**src/rtl/msi_l1_pkg.sv**
```systemverilog
package msi_l1_pkg;

  typedef enum logic [3:0] {
    ST_NP = 4'd0, ST_I = 4'd1, ST_S = 4'd2, ST_M = 4'd3,
    ST_IS = 4'd4, ST_ISI = 4'd5, ST_IM = 4'd6, ST_IMI = 4'd7,
    ST_IMS = 4'd8, ST_IMSI = 4'd9, ST_SI = 4'd10, ST_MI = 4'd11
  } lstate_e;

  // processor op codes
  localparam logic [2:0] OP_LOAD = 3'd0;
  localparam logic [2:0] OP_IFETCH = 3'd1;
  localparam logic [2:0] OP_STORE = 3'd2;
  localparam logic [2:0] OP_REPL = 3'd3;
  localparam logic [2:0] OP_WBACK = 3'd4;

  // forwarded op codes
  localparam logic [1:0] FW_INV_M = 2'd0;
  localparam logic [1:0] FW_INV_S = 2'd1;
  localparam logic [1:0] FW_DOWNGRADE = 2'd2;

  // fill op codes
  localparam logic [1:0] FL_DATA = 2'd0;
  localparam logic [1:0] FL_DATA_S = 2'd1;
  localparam logic [1:0] FL_DATA_I = 2'd2;
  localparam logic [1:0] FL_PUTACK = 2'd3;

  // outgoing request and response codes
  localparam logic [2:0] REQ_GETS = 3'd0;
  localparam logic [2:0] REQ_GETI = 3'd1;
  localparam logic [2:0] REQ_GETX = 3'd2;
  localparam logic [2:0] REQ_UPGRADE = 3'd3;
  localparam logic [2:0] REQ_PUTS = 3'd4;
  localparam logic [2:0] REQ_PUTX = 3'd5;
  localparam logic RSP_DATA = 1'b0;
  localparam logic RSP_ACK = 1'b1;

  typedef enum logic [1:0] {SRC_NONE, SRC_FILL, SRC_FWD, SRC_CPU} src_e;
  typedef enum logic [2:0] {D_NONE, D_LINE, D_TBUF, D_PEND, D_FILL} dsrc_e;
  typedef enum logic [1:0] {W_NONE, W_FILL, W_PEND, W_CPU} lwr_e;

  typedef struct packed {
    lstate_e    nxt;
    logic       cpu_take;
    logic       err;
    logic       req_v;
    logic [2:0] req_t;
    dsrc_e      req_src;
    logic       rsp_v;
    logic       rsp_t;
    dsrc_e      rsp_src;
    logic       ld_done;
    dsrc_e      rd_src;
    logic       st_done;
    lwr_e       line_wr;
    logic       tb_ld;
    logic       pend_ld;
  } act_t;

  function automatic logic is_transient(lstate_e s);
    return s >= ST_IS;
  endfunction

  function automatic logic [1:0] perm_of(lstate_e s);
    case (s)
      ST_NP, ST_I, ST_SI, ST_MI: return 2'd0;
      ST_S:                      return 2'd1;
      ST_M:                      return 2'd2;
      default:                   return 2'd3;
    endcase
  endfunction

endpackage

```
**src/rtl/msi_l1_arb.sv**
```systemverilog
module msi_l1_arb
  import msi_l1_pkg::*;
(
  input  logic cpu_v,
  input  logic fwd_v,
  input  logic fill_v,
  output src_e src
);
  // fills retire transactions, so they go first; forwarded requests next
  always_comb begin
    if (fill_v)      src = SRC_FILL;
    else if (fwd_v)  src = SRC_FWD;
    else if (cpu_v)  src = SRC_CPU;
    else             src = SRC_NONE;
  end
endmodule

```
**src/rtl/msi_l1_fsm.sv**
```systemverilog
module msi_l1_fsm
  import msi_l1_pkg::*;
(
  input  lstate_e    st,
  input  src_e       src,
  input  logic [2:0] cpu_op,
  input  logic [1:0] fwd_op,
  input  logic [1:0] fill_op,
  output act_t       act
);
  always_comb begin
    act = '0;
    act.nxt = st;
    case (src)
      SRC_CPU: begin
        if (!is_transient(st)) begin
          act.cpu_take = 1'b1;
          case (st)
            ST_NP, ST_I: begin
              case (cpu_op)
                OP_LOAD:   begin act.nxt = ST_IS; act.req_v = 1'b1; act.req_t = REQ_GETS; end
                OP_IFETCH: begin act.nxt = ST_IS; act.req_v = 1'b1; act.req_t = REQ_GETI; end
                OP_STORE:  begin act.nxt = ST_IM; act.req_v = 1'b1; act.req_t = REQ_GETX; act.pend_ld = 1'b1; end
                OP_REPL, OP_WBACK: act.nxt = ST_NP;
                default:   act.err = 1'b1;
              endcase
            end
            ST_S: begin
              case (cpu_op)
                OP_LOAD, OP_IFETCH: begin act.ld_done = 1'b1; act.rd_src = D_LINE; end
                OP_STORE: begin act.nxt = ST_IM; act.req_v = 1'b1; act.req_t = REQ_UPGRADE; act.pend_ld = 1'b1; end
                OP_REPL, OP_WBACK: begin
                  act.nxt = ST_SI; act.req_v = 1'b1; act.req_t = REQ_PUTS;
                  act.req_src = D_LINE; act.tb_ld = 1'b1;
                end
                default: act.err = 1'b1;
              endcase
            end
            default: begin // ST_M
              case (cpu_op)
                OP_LOAD, OP_IFETCH: begin act.ld_done = 1'b1; act.rd_src = D_LINE; end
                OP_STORE: begin act.st_done = 1'b1; act.line_wr = W_CPU; end
                OP_REPL, OP_WBACK: begin
                  act.nxt = ST_MI; act.req_v = 1'b1; act.req_t = REQ_PUTX;
                  act.req_src = D_LINE; act.tb_ld = 1'b1;
                end
                default: act.err = 1'b1;
              endcase
            end
          endcase
        end
      end
      SRC_FWD: begin
        case (st)
          ST_S: if (fwd_op == FW_INV_S) begin
                  act.nxt = ST_I; act.rsp_v = 1'b1; act.rsp_t = RSP_ACK;
                end else act.err = 1'b1;
          ST_M: if (fwd_op == FW_INV_M || fwd_op == FW_DOWNGRADE) begin
                  act.nxt = (fwd_op == FW_INV_M) ? ST_I : ST_S;
                  act.rsp_v = 1'b1; act.rsp_t = RSP_DATA; act.rsp_src = D_LINE;
                end else act.err = 1'b1;
          ST_IS: if (fwd_op == FW_INV_S) begin
                   act.nxt = ST_ISI; act.rsp_v = 1'b1; act.rsp_t = RSP_ACK;
                 end else act.err = 1'b1;
          ST_IM: begin
            case (fwd_op)
              FW_INV_M:     act.nxt = ST_IMI;
              FW_DOWNGRADE: act.nxt = ST_IMS;
              FW_INV_S:     begin act.rsp_v = 1'b1; act.rsp_t = RSP_ACK; end
              default:      act.err = 1'b1;
            endcase
          end
          ST_IMS: if (fwd_op == FW_INV_S) act.nxt = ST_IMSI;
                  else act.err = 1'b1;
          ST_SI: if (fwd_op == FW_INV_S) begin
                   act.rsp_v = 1'b1; act.rsp_t = RSP_ACK;
                 end else act.err = 1'b1;
          ST_MI: if (fwd_op == FW_INV_M || fwd_op == FW_DOWNGRADE) begin
                   act.nxt = (fwd_op == FW_INV_M) ? ST_MI : ST_SI;
                   act.rsp_v = 1'b1; act.rsp_t = RSP_DATA; act.rsp_src = D_TBUF;
                 end else act.err = 1'b1;
          default: act.err = 1'b1;
        endcase
      end
      SRC_FILL: begin
        case (st)
          ST_IS, ST_ISI: if (fill_op == FL_DATA || (st == ST_IS && fill_op == FL_DATA_I)) begin
                   act.nxt = (st == ST_IS && fill_op == FL_DATA) ? ST_S : ST_I;
                   act.line_wr = W_FILL; act.ld_done = 1'b1; act.rd_src = D_FILL;
                 end else act.err = 1'b1;
          ST_IM: begin
            if (fill_op == FL_PUTACK) act.err = 1'b1;
            else begin
              act.line_wr = W_PEND; act.st_done = 1'b1;
              case (fill_op)
                FL_DATA:   act.nxt = ST_M;
                FL_DATA_S: act.nxt = ST_S;
                default:   act.nxt = ST_I;
              endcase
              if (fill_op != FL_DATA) begin
                act.rsp_v = 1'b1; act.rsp_t = RSP_DATA; act.rsp_src = D_PEND;
              end
            end
          end
          ST_IMI, ST_IMS, ST_IMSI: if (fill_op == FL_DATA) begin
                   act.nxt = (st == ST_IMS) ? ST_S : ST_I;
                   act.line_wr = W_PEND; act.st_done = 1'b1;
                   act.rsp_v = 1'b1; act.rsp_t = RSP_DATA; act.rsp_src = D_PEND;
                 end else act.err = 1'b1;
          ST_SI, ST_MI: if (fill_op == FL_PUTACK) act.nxt = ST_I;
                        else act.err = 1'b1;
          default: act.err = 1'b1;
        endcase
      end
      default: ;
    endcase
  end
endmodule

```
**src/rtl/msi_l1_line_ctl.sv**
```systemverilog
module msi_l1_line_ctl
  import msi_l1_pkg::*;
#(
  parameter int DATA_W = 16
) (
  input  logic              clk,
  input  logic              rst,
  input  logic              cpu_valid,
  input  logic [2:0]        cpu_op,
  input  logic [DATA_W-1:0] cpu_wdata,
  input  logic              fwd_valid,
  input  logic [1:0]        fwd_op,
  input  logic              fill_valid,
  input  logic [1:0]        fill_op,
  input  logic [DATA_W-1:0] fill_data,
  output logic              cpu_pop,
  output logic              fwd_pop,
  output logic              fill_pop,
  output logic              cpu_stall,
  output logic              load_done,
  output logic [DATA_W-1:0] load_data,
  output logic              store_done,
  output logic              req_valid,
  output logic [2:0]        req_type,
  output logic [DATA_W-1:0] req_data,
  output logic              resp_valid,
  output logic              resp_type,
  output logic [DATA_W-1:0] resp_data,
  output logic [3:0]        line_state,
  output logic [1:0]        line_perm,
  output logic              proto_err
);
  lstate_e           st;
  src_e              src;
  act_t              act;
  logic [DATA_W-1:0] line_q, tbuf_q, pend_q;

  msi_l1_arb u_arb (
    .cpu_v (cpu_valid),
    .fwd_v (fwd_valid),
    .fill_v(fill_valid),
    .src   (src)
  );

  msi_l1_fsm u_fsm (
    .st     (st),
    .src    (src),
    .cpu_op (cpu_op),
    .fwd_op (fwd_op),
    .fill_op(fill_op),
    .act    (act)
  );

  function automatic logic [DATA_W-1:0] pick(dsrc_e s);
    case (s)
      D_LINE:  return line_q;
      D_TBUF:  return tbuf_q;
      D_PEND:  return pend_q;
      D_FILL:  return fill_data;
      default: return '0;
    endcase
  endfunction

  always_ff @(posedge clk) begin
    if (rst) begin
      st         <= ST_NP;
      line_q     <= '0;
      tbuf_q     <= '0;
      pend_q     <= '0;
      proto_err  <= 1'b0;
      cpu_pop    <= 1'b0;
      fwd_pop    <= 1'b0;
      fill_pop   <= 1'b0;
      cpu_stall  <= 1'b0;
      load_done  <= 1'b0;
      load_data  <= '0;
      store_done <= 1'b0;
      req_valid  <= 1'b0;
      req_type   <= '0;
      req_data   <= '0;
      resp_valid <= 1'b0;
      resp_type  <= 1'b0;
      resp_data  <= '0;
    end else begin
      st <= act.nxt;
      case (act.line_wr)
        W_FILL:  line_q <= fill_data;
        W_PEND:  line_q <= pend_q;
        W_CPU:   line_q <= cpu_wdata;
        default: ;
      endcase
      if (act.tb_ld)   tbuf_q <= line_q;
      if (act.pend_ld) pend_q <= cpu_wdata;
      proto_err  <= proto_err | act.err;
      cpu_pop    <= act.cpu_take;
      fwd_pop    <= (src == SRC_FWD);
      fill_pop   <= (src == SRC_FILL);
      cpu_stall  <= cpu_valid & ~act.cpu_take;
      load_done  <= act.ld_done;
      load_data  <= pick(act.rd_src);
      store_done <= act.st_done;
      req_valid  <= act.req_v;
      req_type   <= act.req_t;
      req_data   <= pick(act.req_src);
      resp_valid <= act.rsp_v;
      resp_type  <= act.rsp_t;
      resp_data  <= pick(act.rsp_src);
    end
  end

  assign line_state = st;
  assign line_perm  = perm_of(st);

endmodule

```
**config.mk**
```make
export PLATFORM = sky130hd
export DESIGN_NAME = msi_l1_line_ctl
export DESIGN_NICKNAME = d
export VERILOG_FILES = /design/src/rtl/msi_l1_pkg.sv /design/src/rtl/msi_l1_arb.sv /design/src/rtl/msi_l1_fsm.sv /design/src/rtl/msi_l1_line_ctl.sv
export SDC_FILE = /design/constraint.sdc
export NUM_CORES = 1
export LEC_CHECK = 0
export BUFFER_PORTS_ARGS = -buffer_cell sky130_fd_sc_hd__buf_2
export CORE_ASPECT_RATIO = 1.5
export CORE_UTILIZATION = 50
export CTS_CLUSTER_SIZE = 10
export DETAILED_ROUTE_END_ITERATION = 10
export PLACE_DENSITY = 0.84
export SYNTH_ARGS = -nofsm -noshare
export SYNTH_HDL_FRONTEND = slang
export SYNTH_SLANG_ARGS = --single-unit
```
**constraint.sdc**
```tcl
create_clock -name clk -period 5.3 [get_ports clk]
set_input_delay 0.795 -clock clk [delete_from_list [all_inputs] [get_ports clk]]
set_output_delay 0.795 -clock clk [all_outputs]
set_load 0.02 [all_outputs]
```
# Yosys cells after proc, flatten, opt, wreduce, memory -nomap -nowiden

Cells that the tools add are included.

Flip-flop bits (word level): 113
Input port bits: 44
Output and inout port bits: 67
Word-level logic and storage cells: 181

Magnitude comparators: 1
Equality and inequality tests: 54
Multiplexer cells: 78
Bitwise logic cells: 4
Reductions and logical operators: 26

Operators by type and width:

| operator           | number |
|---|---|
| $pmux 16 s4        | 3 |
| $mux 4             | 14 |
| $pmux 16 s3        | 1 |
| $pmux 4 s2         | 5 |
| $pmux 4 s3         | 3 |
| $mux 5             | 5 |
| $eq 3x2->1 const B | 8 |
| $ne 3x2->1 const B | 8 |
| $pmux 4 s6         | 1 |
| $pmux 5 s2         | 2 |
| $pmux 2 s3         | 3 |
| $reduce_and 17->1  | 1 |
| $eq 4x3->1 const B | 4 |
| $eq 4x4->1 const B | 4 |
| $mux 1             | 16 |
| $mux 2             | 8 |
| $pmux 4 s4         | 1 |
| $mux 3             | 5 |
| $eq 2x2->1 const B | 7 |
| $pmux 7 s2         | 1 |
| $mux 13            | 1 |
| $eq 3x1->1 const B | 4 |
| $eq 3x3->1 const B | 4 |
| $pmux 3 s2         | 2 |
| other kinds (31)   | 52 |

# Logic depth before layout (Yosys ltp)

Gate-level depths: netlist (run 1).

Depth after elaboration: 8
Gate-level depth with buffers: 13
Mapped depth without buffers: 11

# Cells and area by module

From an unflattened synthesis (run 1), not the netlist that was laid out.

Cells, all modules: 639
Area, all modules: 6028.3 µm²

By module, submodules not included:

| module          | instances | cells an instance | area each (µm²) | sequential area each (µm²) |
|---|---|---|---|---|
| msi_l1_line_ctl | 1         | 469               | 4939.7          | 2262.2 |
| msi_l1_fsm      | 1         | 166               | 1069.8          | 0.0 |
| msi_l1_arb      | 1         | 4                 | 18.8            | 0.0 |

# Worst setup path before layout (run 1)

Ideal clock, no wire load.

Path type: input -> register
Start point: input port cpu_valid
End point: register load_data[10]
Library setup time: 0.065 ns
Arrival: 3.179 ns
Slack: 2.056 ns
Cell stages on the path: 12
Path buffers: 2
Cell sequence: nor2b_1 -> nor2_1 -> inv_1 -> ha_1 -> or4bb_1 -> a21oi_2 -> nand2_1 -> ha_1 -> or2_2 -> clkbuf_1 -> clkbuf_1 -> nor2_1

Word-level cells in the longest chain between the ends: 7

RTL lines:

| element                                         | line                   | RTL |
|---|---|---|
| start, declared                                 | msi_l1_line_ctl.sv:8   | `input logic cpu_valid,` |
| $mux 2 *                                        | msi_l1_arb.sv:13       | `else if (cpu_v) src = SRC_CPU;` |
| $mux 2 *                                        | msi_l1_arb.sv:12       | `else if (fwd_v) src = SRC_FWD;` |
| $mux 2 *                                        | msi_l1_arb.sv:11       | `if (fill_v) src = SRC_FILL;` |
| $eq 2x1->1 / $eq 2x2->1 (equally long branches) | msi_l1_fsm.sv:14       | `case (src)` |
| $pmux 7 s2 *                                    | msi_l1_fsm.sv:14       |  |
| $eq 3x3->1 (tied with other cells)              | msi_l1_line_ctl.sv:55  | `case (s)` |
| $pmux 16 s4 *                                   | msi_l1_line_ctl.sv:55  |  |
| end signal, assigned                            | msi_l1_line_ctl.sv:100 | `load_data <= pick(act.rd_src);` |
| end, declared                                   | msi_l1_line_ctl.sv:21  | `output logic [DATA_W-1:0] load_data,` |

Mark *: on every way between the ends. The rest lies on a longest branch, timed or not.
A chain may end at the register's enable or synchronous reset.

# Worst setup path in the final report (run 1)

Start point: input port cpu_valid
End point: register line_q[11]

Word-level cells in the longest chain between the ends: 7

RTL lines:

| element                                                 | line                  | RTL |
|---|---|---|
| $mux 2 *                                                | msi_l1_arb.sv:13      |  |
| $mux 2 *                                                | msi_l1_arb.sv:12      |  |
| $mux 2 *                                                | msi_l1_arb.sv:11      |  |
| $eq 2x1->1 / $eq 2x2->1 (equally long branches)         | msi_l1_fsm.sv:14      |  |
| $pmux 7 s2 *                                            | msi_l1_fsm.sv:14      |  |
| $eq 2x2->1 / $eq 2x1->1 (equally long branches)         | msi_l1_line_ctl.sv:86 | `case (act.line_wr)` |
| $pmux 16 s3 / $reduce_bool 3->1 (equally long branches) | n/a                   |  |
| end signal, assigned                                    | msi_l1_line_ctl.sv:87 | `W_FILL: line_q <= fill_data;` |
| end signal, assigned                                    | msi_l1_line_ctl.sv:88 | `W_PEND: line_q <= pend_q;` |
| end signal, assigned                                    | msi_l1_line_ctl.sv:89 | `W_CPU: line_q <= cpu_wdata;` |
| end, declared                                           | msi_l1_line_ctl.sv:36 | `logic [DATA_W-1:0] line_q, tbuf_q, pend_q;` |

Marked as above.

==> results of run 1 <==
-- synth_stat cells, types with 7 or more instances --
cell,instances,area (sq um)
a211oi_1,15,113
a21oi_1,43,215
a222oi_1,16,160
a22oi_1,18,135
a31oi_1,7,43.8
and2_1,17,106
buf_2,12,60.1
clkbuf_1,24,90.1
dfxtp_1,113,2260
ha_1,10,125
inv_1,11,41.3
nand2_1,108,405
nor2_1,69,259
nor2b_1,9,56.3
o21ai_0,13,65.1
o2bb2ai_1,15,131
-- layout make-up --
cell class / count / share of cell area
clock inverters: 6 / 0.00586
clock buffers: 23 / 0.0799
repair buffers: 115 / 0.0983
multi-input cells: 414 / 0.406
well taps: 115 / 0.0240
inverters: 12 / 0.00753
flip-flops and latches: 113 / 0.378
-- worst paths after layout --
path / from / endpoint / slack [ns] / cells past startpoint
hold reg to reg: proto_err$_SDFF_PP0_ / proto_err$_SDFF_PP0_ / 0.45 / 2
hold / removal: proto_err$_SDFF_PP0_ / proto_err$_SDFF_PP0_ / 0.45 / 2
setup reg to reg: line_state[2]$_SDFFE_PP0P_ / line_q[11]$_SDFFE_PP0P_ / 2.08 / 5
setup / recovery: cpu_valid / line_q[11]$_SDFFE_PP0P_ / 1.72 / 11
-- routing by layer --
layer / GRT usage / vias up
met4: 0.228 / 0
met3: 0.0596 / 94
li1: - / 2232
met5: 0 / -
met2: 0.492 / 336
met1: 0.293 / 2312
-- state kept, by name, summed over array words and instances, names as in the netlist, 3 cells and up --
register / cells
req_data: 16
pend_q: 16
tbuf_q: 16
resp_data: 16
line_state: 4
req_type: 3
line_q: 16
load_data: 16
-- critical path: cells and delay by family --
kind / cells / cell delay (ns)
buffers and inverters: 2 / 0.32
adders and majority gates: 1 / 0.32
AOI/OAI and AO/OA: 3 / 1.47
and+or+nand+nor: 5 / 0.97
-- metrics by stage --
step | hold WS [ns] | worst slack [ns]
after floorplan | 0.436 | 2.06
after global placement | 0.441 | 1.61
after detailed placement | 0.447 | 1.47
after CTS | 0.458 | 1.82
after global routing | 0.471 | 1.50
final | 0.454 | 1.72
-- power breakdown --
part           switching [W]  internal, W
sequential         0.0000215     0.000862
combinational       0.000107    0.0000628
clock               0.000370     0.000620
total               0.000499      0.00155
-- kinds of logic after synthesis --
kind of cell / Yosys count / share of synthesized area
buf+inv: 56 / 0.0502
mux: 2 / 0.00406
compound gates: 154 / 0.227
xor+xnor: 1 / 0.00178
flops: 113 / 0.459
simple gates: 247 / 0.233
fa+ha+maj: 10 / 0.0254
==> flow_summary.json, run 1 <==
{
  "status": "finished, final reports clean",
  "fin_area_sq_um": 5980,
  "vias": 4974,
  "hp-class": "register to register",
  "diodes": 0,
  "criticalPathCategory": "primary input to register",
  "finalClockSkew_ns": 0.00696,
  "viasPerCell": 6.23,
  "multiInputGateArea_sq_um": 2430,
  "wirelength_microns": 14400,
  "max_cap_viol_count": 0,
  "insertion_delay_ns": 0.41,
  "ys_seq_area_frac": 0.459,
  "power_density_nw_per_um2": 342,
  "dp_cells": 769,
  "synth_area_per_cell_sq_um": 8.46,
  "ant_nets": 0,
  "arrival_ns": 3.88,
  "start_kind": "primary input",
  "cts_hold_buf": 0,
  "cts_setup_buffers": 0,
  "finalMaxSlewViolations": 0,
  "cts_tree": "yes",
  "irDropWorstVdd_mv": 0.318,
  "wl_met3_microns": 1120,
  "synthToLayoutAreaGrowth_pct": 21.3,
  "final.period_utilization": 0.675,
  "drt_first_pass_iters": 9,
  "power_w": 0.00204,
  "highest_layer": "met4",
  "initial_utilization": 0.512,
  "cts_root_buf": "clkbuf_16",
  "fp-row-count": 44,
  "grt_max_degree": 40,
  "syn_inst": 583,
  "netlist_area_sq_um": 4930,
  "final_cell_mix": "113 x dfxtp_1, 110 x buf_2, 108 x nand2_1, 69 x nor2_1, 43 x a21oi_1",
  "die_h_microns": 124,
  "track_usage": 0.281,
  "post_cts_resized": 0,
  "layout.nets": 727,
  "globalplace.congestion": 0.999,
  "die_w_microns": 83.1,
  "ys.flop_type": "dfxtp_1",
  "syn_nets": 637,
  "synth_edf_count": 0,
  "seq_area_sq_um": 2260,
  "cellLeakagePower_nw": 2.35,
  "wire_per_inst_microns": 18.0,
  "antenna_found_initial": 0,
  "cp_slowest_stage_delay_ns": 0.96,
  "placeableCoreArea_sq_um": 9630,
  "grt_pass1_vias": 4728,
  "final_cells": 798,
  "final_common_cell": "dfxtp_1",
  "synthArstFlopShare": 0,
  "place_area_sq_um": 5470,
  "slew_headroom": 0.146,
  "synth_cell_types": 64,
  "cts-htree-levels": 4,
  "crit_chain": "buf_2 > nor2b_1 > nor2_1 > inv_1 > ha_1 > or3b_4 > nor4_2 > o21ai_2 > nand2_1 > o2bb2ai_1 > a211oi_1",
  "cts_made_buffers": 17,
  "hold_viol": 0,
  "finalSetupViolations": 0,
  "endpoint_kind": "register",
  "wl_met2_microns": 7380,
  "dp_hpwl_microns": 9470,
  "post-route-util": 0.621,
  "drc": 0,
  "drtIter0Drc": 710,
  "final.setup.tns_ns": 0,
  "rsz0062_at_grt": "false",
  "portBuffers": 110,
  "fillCellCount": 802,
  "cts.sinks": 113,
  "fmax_ghz": 0.280,
  "num_io_pins": 111,
  "worst_pin_slew_ns": 1.28,
  "crit_path_top_delay_cell": "o21ai_2",
  "ys.warnings.count": 0,
  "drt-met1-wl_microns": 5040,
  "cp_max_fo": 31,
  "grt_pass1_wl_microns": 22500,
  "clockBufferDepth": 2,
  "cp.required_ns": 5.61,
  "fin_crit_ns": 3.58,
  "drive_gt1_frac": 0.239,
  "grt.overflow.total": 0,
  "path_clk_slew_ns": 0.05,
  "dieArea_sq_um": 10300,
  "ys_seq_elements": 113
}
Power figures use the tool's default switching activity.
==> inputs of run 2 (changes only) <==
Settings changed: ABC_AREA set to 1, PLACE_DENSITY 0.84 to 0.83.
Clock period 5.3 ns to 3.4 ns, I/O delays scaled along.
==> flow_summary.json, run 2 <==
{
  "hp-start": "fill_data[2]",
  "wirelength_microns": 14800,
  "drtIter0Drc": 310,
  "dieArea_sq_um": 10900,
  "track_usage": 0.279,
  "wire_per_inst_microns": 15.3,
  "drive_gt1_frac": 0.216,
  "viasPerCell": 5.37,
  "power_density_nw_per_um2": 583,
  "irDropWorstVdd_mv": 0.388,
  "synth_edf_count": 0,
  "endpoint_kind": "register",
  "synthDominantCellAreaShare": 0.432,
  "hold_viol": 0,
  "synthArstFlopShare": 0,
  "dp_hpwl_microns": 10800,
  "setup_ws_ns": 0.890,
  "final_cell_mix": "161 x nand2_1, 113 x inv_1, 113 x dfxtp_1, 110 x buf_2, 75 x nor2_1",
  "cellLeakagePower_nw": 3.20,
  "synth_area_per_cell_sq_um": 7.09,
  "ant_nets": 0,
  "syn_inst": 738,
  "yosys-top-cells-area": "dfxtp_1 43%, nand2_1 12%, inv_1 8.1%, nand3_1 5.6%, nor2_1 5.4%",
  "clockBufferDepth": 2,
  "finalMaxSlewViolations": 0,
  "fp-row-count": 45,
  "max_cap_viol_count": 0,
  "rsz0062_at_grt": "false",
  "cp_max_fo": 38,
  "post_cts_resized": 0,
  "yosys-top-cells-count": "161 x nand2_1, 113 x dfxtp_1, 113 x inv_1",
  "diodes": 0,
  "cts.sinks": 113,
  "drc": 0,
  "ys_seq_area_frac": 0.432,
  "die_w_microns": 85.5,
  "layout.nets": 890,
  "placeableCoreArea_sq_um": 10100,
  "slew_headroom": 0.436,
  "r2r_cells": 11,
  "cts_root_buf": "clkbuf_16",
  "vias": 5179,
  "worst_pin_slew_ns": 0.845,
  "fmax_ghz": 0.398,
  "grt_max_degree": 57,
  "cts-htree-levels": 4,
  "final.period_utilization": 0.738,
  "criticalPathCategory": "register to register",
  "final_common_cell": "nand2_1",
  "num_io_pins": 111,
  "grt_pass1_vias": 4938,
  "whs_path_depth": 3,
  "cp-startpoint": "line_state[1]$_SDFFE_PP0P_",
  "status": "finished, final reports clean",
  "ys_seq_elements": 113,
  "syn_nets": 792,
  "cp.required_ns": 3.70,
  "synth_largest_area_cell": "dfxtp_1",
  "portBuffers": 110,
  "arrival_ns": 2.81,
  "synthToLayoutAreaGrowth_pct": 21.6,
  "final.setup.tns_ns": 0,
  "start_kind": "register",
  "netlist_area_sq_um": 5230,
  "whs_ns": 0.358,
  "cts_made_buffers": 17,
  "r2r_start": "line_state[1]$_SDFFE_PP0P_",
  "die_h_microns": 127,
  "grt_pass1_wl_microns": 23100,
  "antenna_found_initial": 0,
  "path_clk_slew_ns": 0.05,
  "cts_tree": "yes",
  "ys.warnings.count": 0,
  "globalplace.congestion": 0.988,
  "drt_first_pass_iters": 5,
  "ys.flop_type": "dfxtp_1",
  "dpl_worst_slack_ns": 0.636,
  "insertion_delay_ns": 0.41,
  "post-route-util": 0.628,
  "synth_most_common_cell": "nand2_1",
  "hp-class": "primary input to register",
  "cts_hold_buf": 0,
  "fin_crit_ns": 2.51,
  "synth_cell_types": 31,
  "grt.overflow.total": 0,
  "cts_setup_buffers": 0,
  "finalClockSkew_ns": 0.00570,
  "initial_utilization": 0.516,
  "finalSetupViolations": 0
}
## run 2: cell count changes in the layout (fill, tap and decap cells not counted), sizes merged, moves of 10 or more
cell,delta
a21oi,+21
a211oi,-16
a22oi,-18
nor2,+10
a222oi,-16
o221ai,+14
o2bb2ai,-15
o21ai,+43
nand3,+62
inv,+106
nand2,+56
and2,-17
## run 2: cell type report
type / count / area, sq um
Clock buffer: 21 / 470
Clock inverter: 10 / 110
Fill cell: 952 / 3770
Inverter: 118 / 443
Multi-Input combinational cell: 473 / 2360
Sequential cell: 113 / 2260
Tap cell: 117 / 146
Timing Repair Buffer: 113 / 573
## run 2: path summary, 6_finish.rpt
| kind | endpoint | slack (ns) |
|---|---|---|
| hold reg to reg | proto_err$_SDFF_PP0_ | 0.44 |
| hold / removal | load_data[2]$_SDFF_PP0_ | 0.36 |
| setup reg to reg | line_q[15]$_SDFFE_PP0P_ | 0.89 |
| setup / recovery | line_q[15]$_SDFFE_PP0P_ | 0.89 |
## run 2: worst max-delay path: stages, from the launching register on
cell     delay [ns]
dfxtp_1        0.52
nand2_1        0.27
inv_2          0.15
nand2_1        0.06
nand2_1        0.08
nand2_1        0.08
nand2_1        0.08
nand2_1        0.06
nand2_2        0.10
nand2_2        0.45
o21ai_0        0.44
a21oi_2        0.09
## run 2: through the flow
step	power, W	instance area (sq um)	std cells
global route	0.00385	6360	965
CTS	0.00371	6360	965
finish	0.00371	6360	965
floorplan	0.00182	5230	738
global placement	0.00199	5780	934
detailed placement	0.00199	5780	934
## run 2: metal layers
metal  part of all wire  global-route usage  vias to the layer above
li1                   -                   -                     2541
met1               0.35               0.267                     2378
met2               0.54               0.524                      202
met3              0.049              0.0652                       58
met4              0.057               0.177                        0
met5                  0                   0                        -
## run 2: kinds of logic (layout without fill, tap and decap cells)
logic type	after synthesis	after routing	share of synthesized area
adders and majority gates	10	10	0.0239
DFF	113	113	0.432
and+or+nand+nor	319	319	0.263
AOI/OAI and AO/OA	144	144	0.164
buffers and inverters	152	262	0.117
## run 2: where the power goes
group | internal, W | switching, W | leakage [nW]
Combinational | 0.000176 | 0.000394 | 2.00
Sequential | 0.00136 | 0.0000435 | 0.912
Clock | 0.00113 | 0.000609 | 0.288
==> inputs of run 3 (changes only) <==
Settings changed: ABC_AREA 1 to 0, PLACE_DENSITY 0.83 to 0.84.
Clock period 3.4 ns to 2.61 ns, I/O delays scaled along.
==> flow_summary.json, run 3 (synthesized netlist as in run 1, its figures left out) <==
{
  "status": "complete, but fails checks",
  "violations": "DRC",
  "finalSetupViolations": 0,
  "cts_hold_buf": 0,
  "clockBufferDepth": 2,
  "fin_crit_ns": 2.39,
  "final_cell_mix": "113 x dfxtp_1, 110 x buf_2, 108 x nand2_1, 68 x nor2_1, 43 x a21oi_1",
  "slew_headroom": 0.383,
  "max_cap_viol_count": 0,
  "portBuffers": 110,
  "drive_gt1_frac": 0.277,
  "cts-htree-levels": 4,
  "power_density_nw_per_um2": 714,
  "final.period_utilization": 0.917,
  "criticalPathCategory": "register to register",
  "placeableCoreArea_sq_um": 9630,
  "track_usage": 0.288,
  "cp_common_cell": "buf_4",
  "antenna_found_initial": 0,
  "r2r_cells": 6,
  "cts_tree": "yes",
  "min_to": "pend_q[13]$_SDFFE_PP0P_",
  "post_cts_resized": 0,
  "hold_viol": 0,
  "rr_endpoint": "resp_data[5]$_SDFF_PP0_",
  "cts.sinks": 113,
  "fp-row-count": 44,
  "irDropWorstVdd_mv": 0.610,
  "grt_max_degree": 32,
  "fillCellCount": 756,
  "drtIter0Drc": 631,
  "place_area_sq_um": 5760,
  "regToRegSetupSlack_ns": 0.22,
  "die_w_microns": 83.1,
  "crit_path_top_delay_cell": "nor4_2",
  "cts_setup_buffers": 0,
  "diodes": 0,
  "power_w": 0.00455,
  "post-route-util": 0.661,
  "finalMaxSlewViolations": 0,
  "path_clk_slew_ns": 0.05,
  "layout.nets": 757,
  "fin_area_sq_um": 6370,
  "crit_chain": "buf_4 > nand2_1 > nor4_2 > buf_4 > a222oi_1 > nor2_1",
  "cellLeakagePower_nw": 2.55,
  "fmax_ghz": 0.418,
  "r2r_start": "line_state[3]$_SDFFE_PP0P_",
  "grt_pass1_vias": 4775,
  "hp-class": "primary input to register",
  "hp-start": "cpu_wdata[13]",
  "wire_per_inst_microns": 17.9,
  "cts_root_buf": "clkbuf_16",
  "initial_utilization": 0.512,
  "final_common_cell": "dfxtp_1",
  "arrival_ns": 2.70,
  "finalClockSkew_ns": 0.00680,
  "dieArea_sq_um": 10300,
  "num_io_pins": 111,
  "die_h_microns": 124,
  "cp.required_ns": 2.92,
  "cp_max_fo": 12,
  "viasPerCell": 5.99,
  "worst_pin_slew_ns": 0.918,
  "synthToLayoutAreaGrowth_pct": 29.2,
  "endpoint_kind": "register",
  "ant_nets": 0,
  "grt.overflow.total": 0,
  "drc": 1,
  "vias": 4980,
  "grt_pass1_wl_microns": 23000,
  "cts_made_buffers": 17,
  "insertion_delay_ns": 0.41,
  "dp_hpwl_microns": 10000,
  "wirelength_microns": 14900,
  "cp_slowest_stage_delay_ns": 0.77,
  "start_kind": "register",
  "rsz0062_at_grt": "false",
  "globalplace.congestion": 0.933,
  "whs_path_depth": 3,
  "drt_first_pass_iters": 11
}
## run 3: worst max-delay path, delay by kind of cell, from the launching register on
kind                   cells  cell delay, ns
DFF                        1            0.50
buffers and inverters      2            0.58
AOI/OAI and AO/OA          1            0.10
and+or+nand+nor            3            1.11
## run 3: through the flow
step | hold WS, ns | setup TNS [ns] | setup slack (ns) | cells
final | 0.234 | 0 | 0.215 | 831
after global routing | 0.226 | 0 | 0.0854 | 831
after CTS | 0.223 | 0 | 0.141 | 831
after detailed placement | 0.435 | -0.975 | -0.0962 | 799
after global placement | 0.436 | 0 | 0.00275 | 799
after floorplan | 0.436 | 0 | 0.0307 | 583
## run 3: worst max path at each step
stage                                     from                        to  slack, ns  depth (start not counted)
floorplan                            cpu_valid  load_data[10]$_SDFF_PP0_       0.03                         12
global placement                    fill_valid   resp_data[5]$_SDFF_PP0_      0.003                          8
detailed placement                  fill_valid   line_q[15]$_SDFFE_PP0P_       -0.1                          9
CTS                 line_state[0]$_SDFFE_PP0P_     resp_valid$_SDFF_PP0_       0.14                          7
global route        line_state[3]$_SDFFE_PP0P_   resp_data[5]$_SDFF_PP0_       0.09                          6
finish              line_state[3]$_SDFFE_PP0P_   resp_data[5]$_SDFF_PP0_       0.22                          6
## run 3: power by group
| group | leakage (nW) | switching, W | internal [W] |
|---|---|---|---|
| Sequential | 0.912 | 0.0000308 | 0.00175 |
| Clock | 0.287 | 0.000785 | 0.00159 |
| Combinational | 1.35 | 0.000242 | 0.000157 |
| Total | 2.55 | 0.00106 | 0.00349 |
## run 3: final cells by class
cell class | count | area [sq um] | share of cell area
Tap cell | 115 | 144 | 0.0226
Clock buffer | 21 | 440 | 0.0691
Timing Repair Buffer | 145 | 863 | 0.136
Sequential cell | 113 | 2260 | 0.355
Multi-Input combinational cell | 414 | 2450 | 0.385
Clock inverter | 11 | 163 | 0.0255
Inverter | 12 | 45.0 | 0.00707
## run 3: per-layer routing
layer | GRT usage | routed length [microns]
met1 | 0.302 | 5490
met2 | 0.514 | 7640
met3 | 0.0689 | 1120
met4 | 0.196 | 660
met5 | 0 | 0
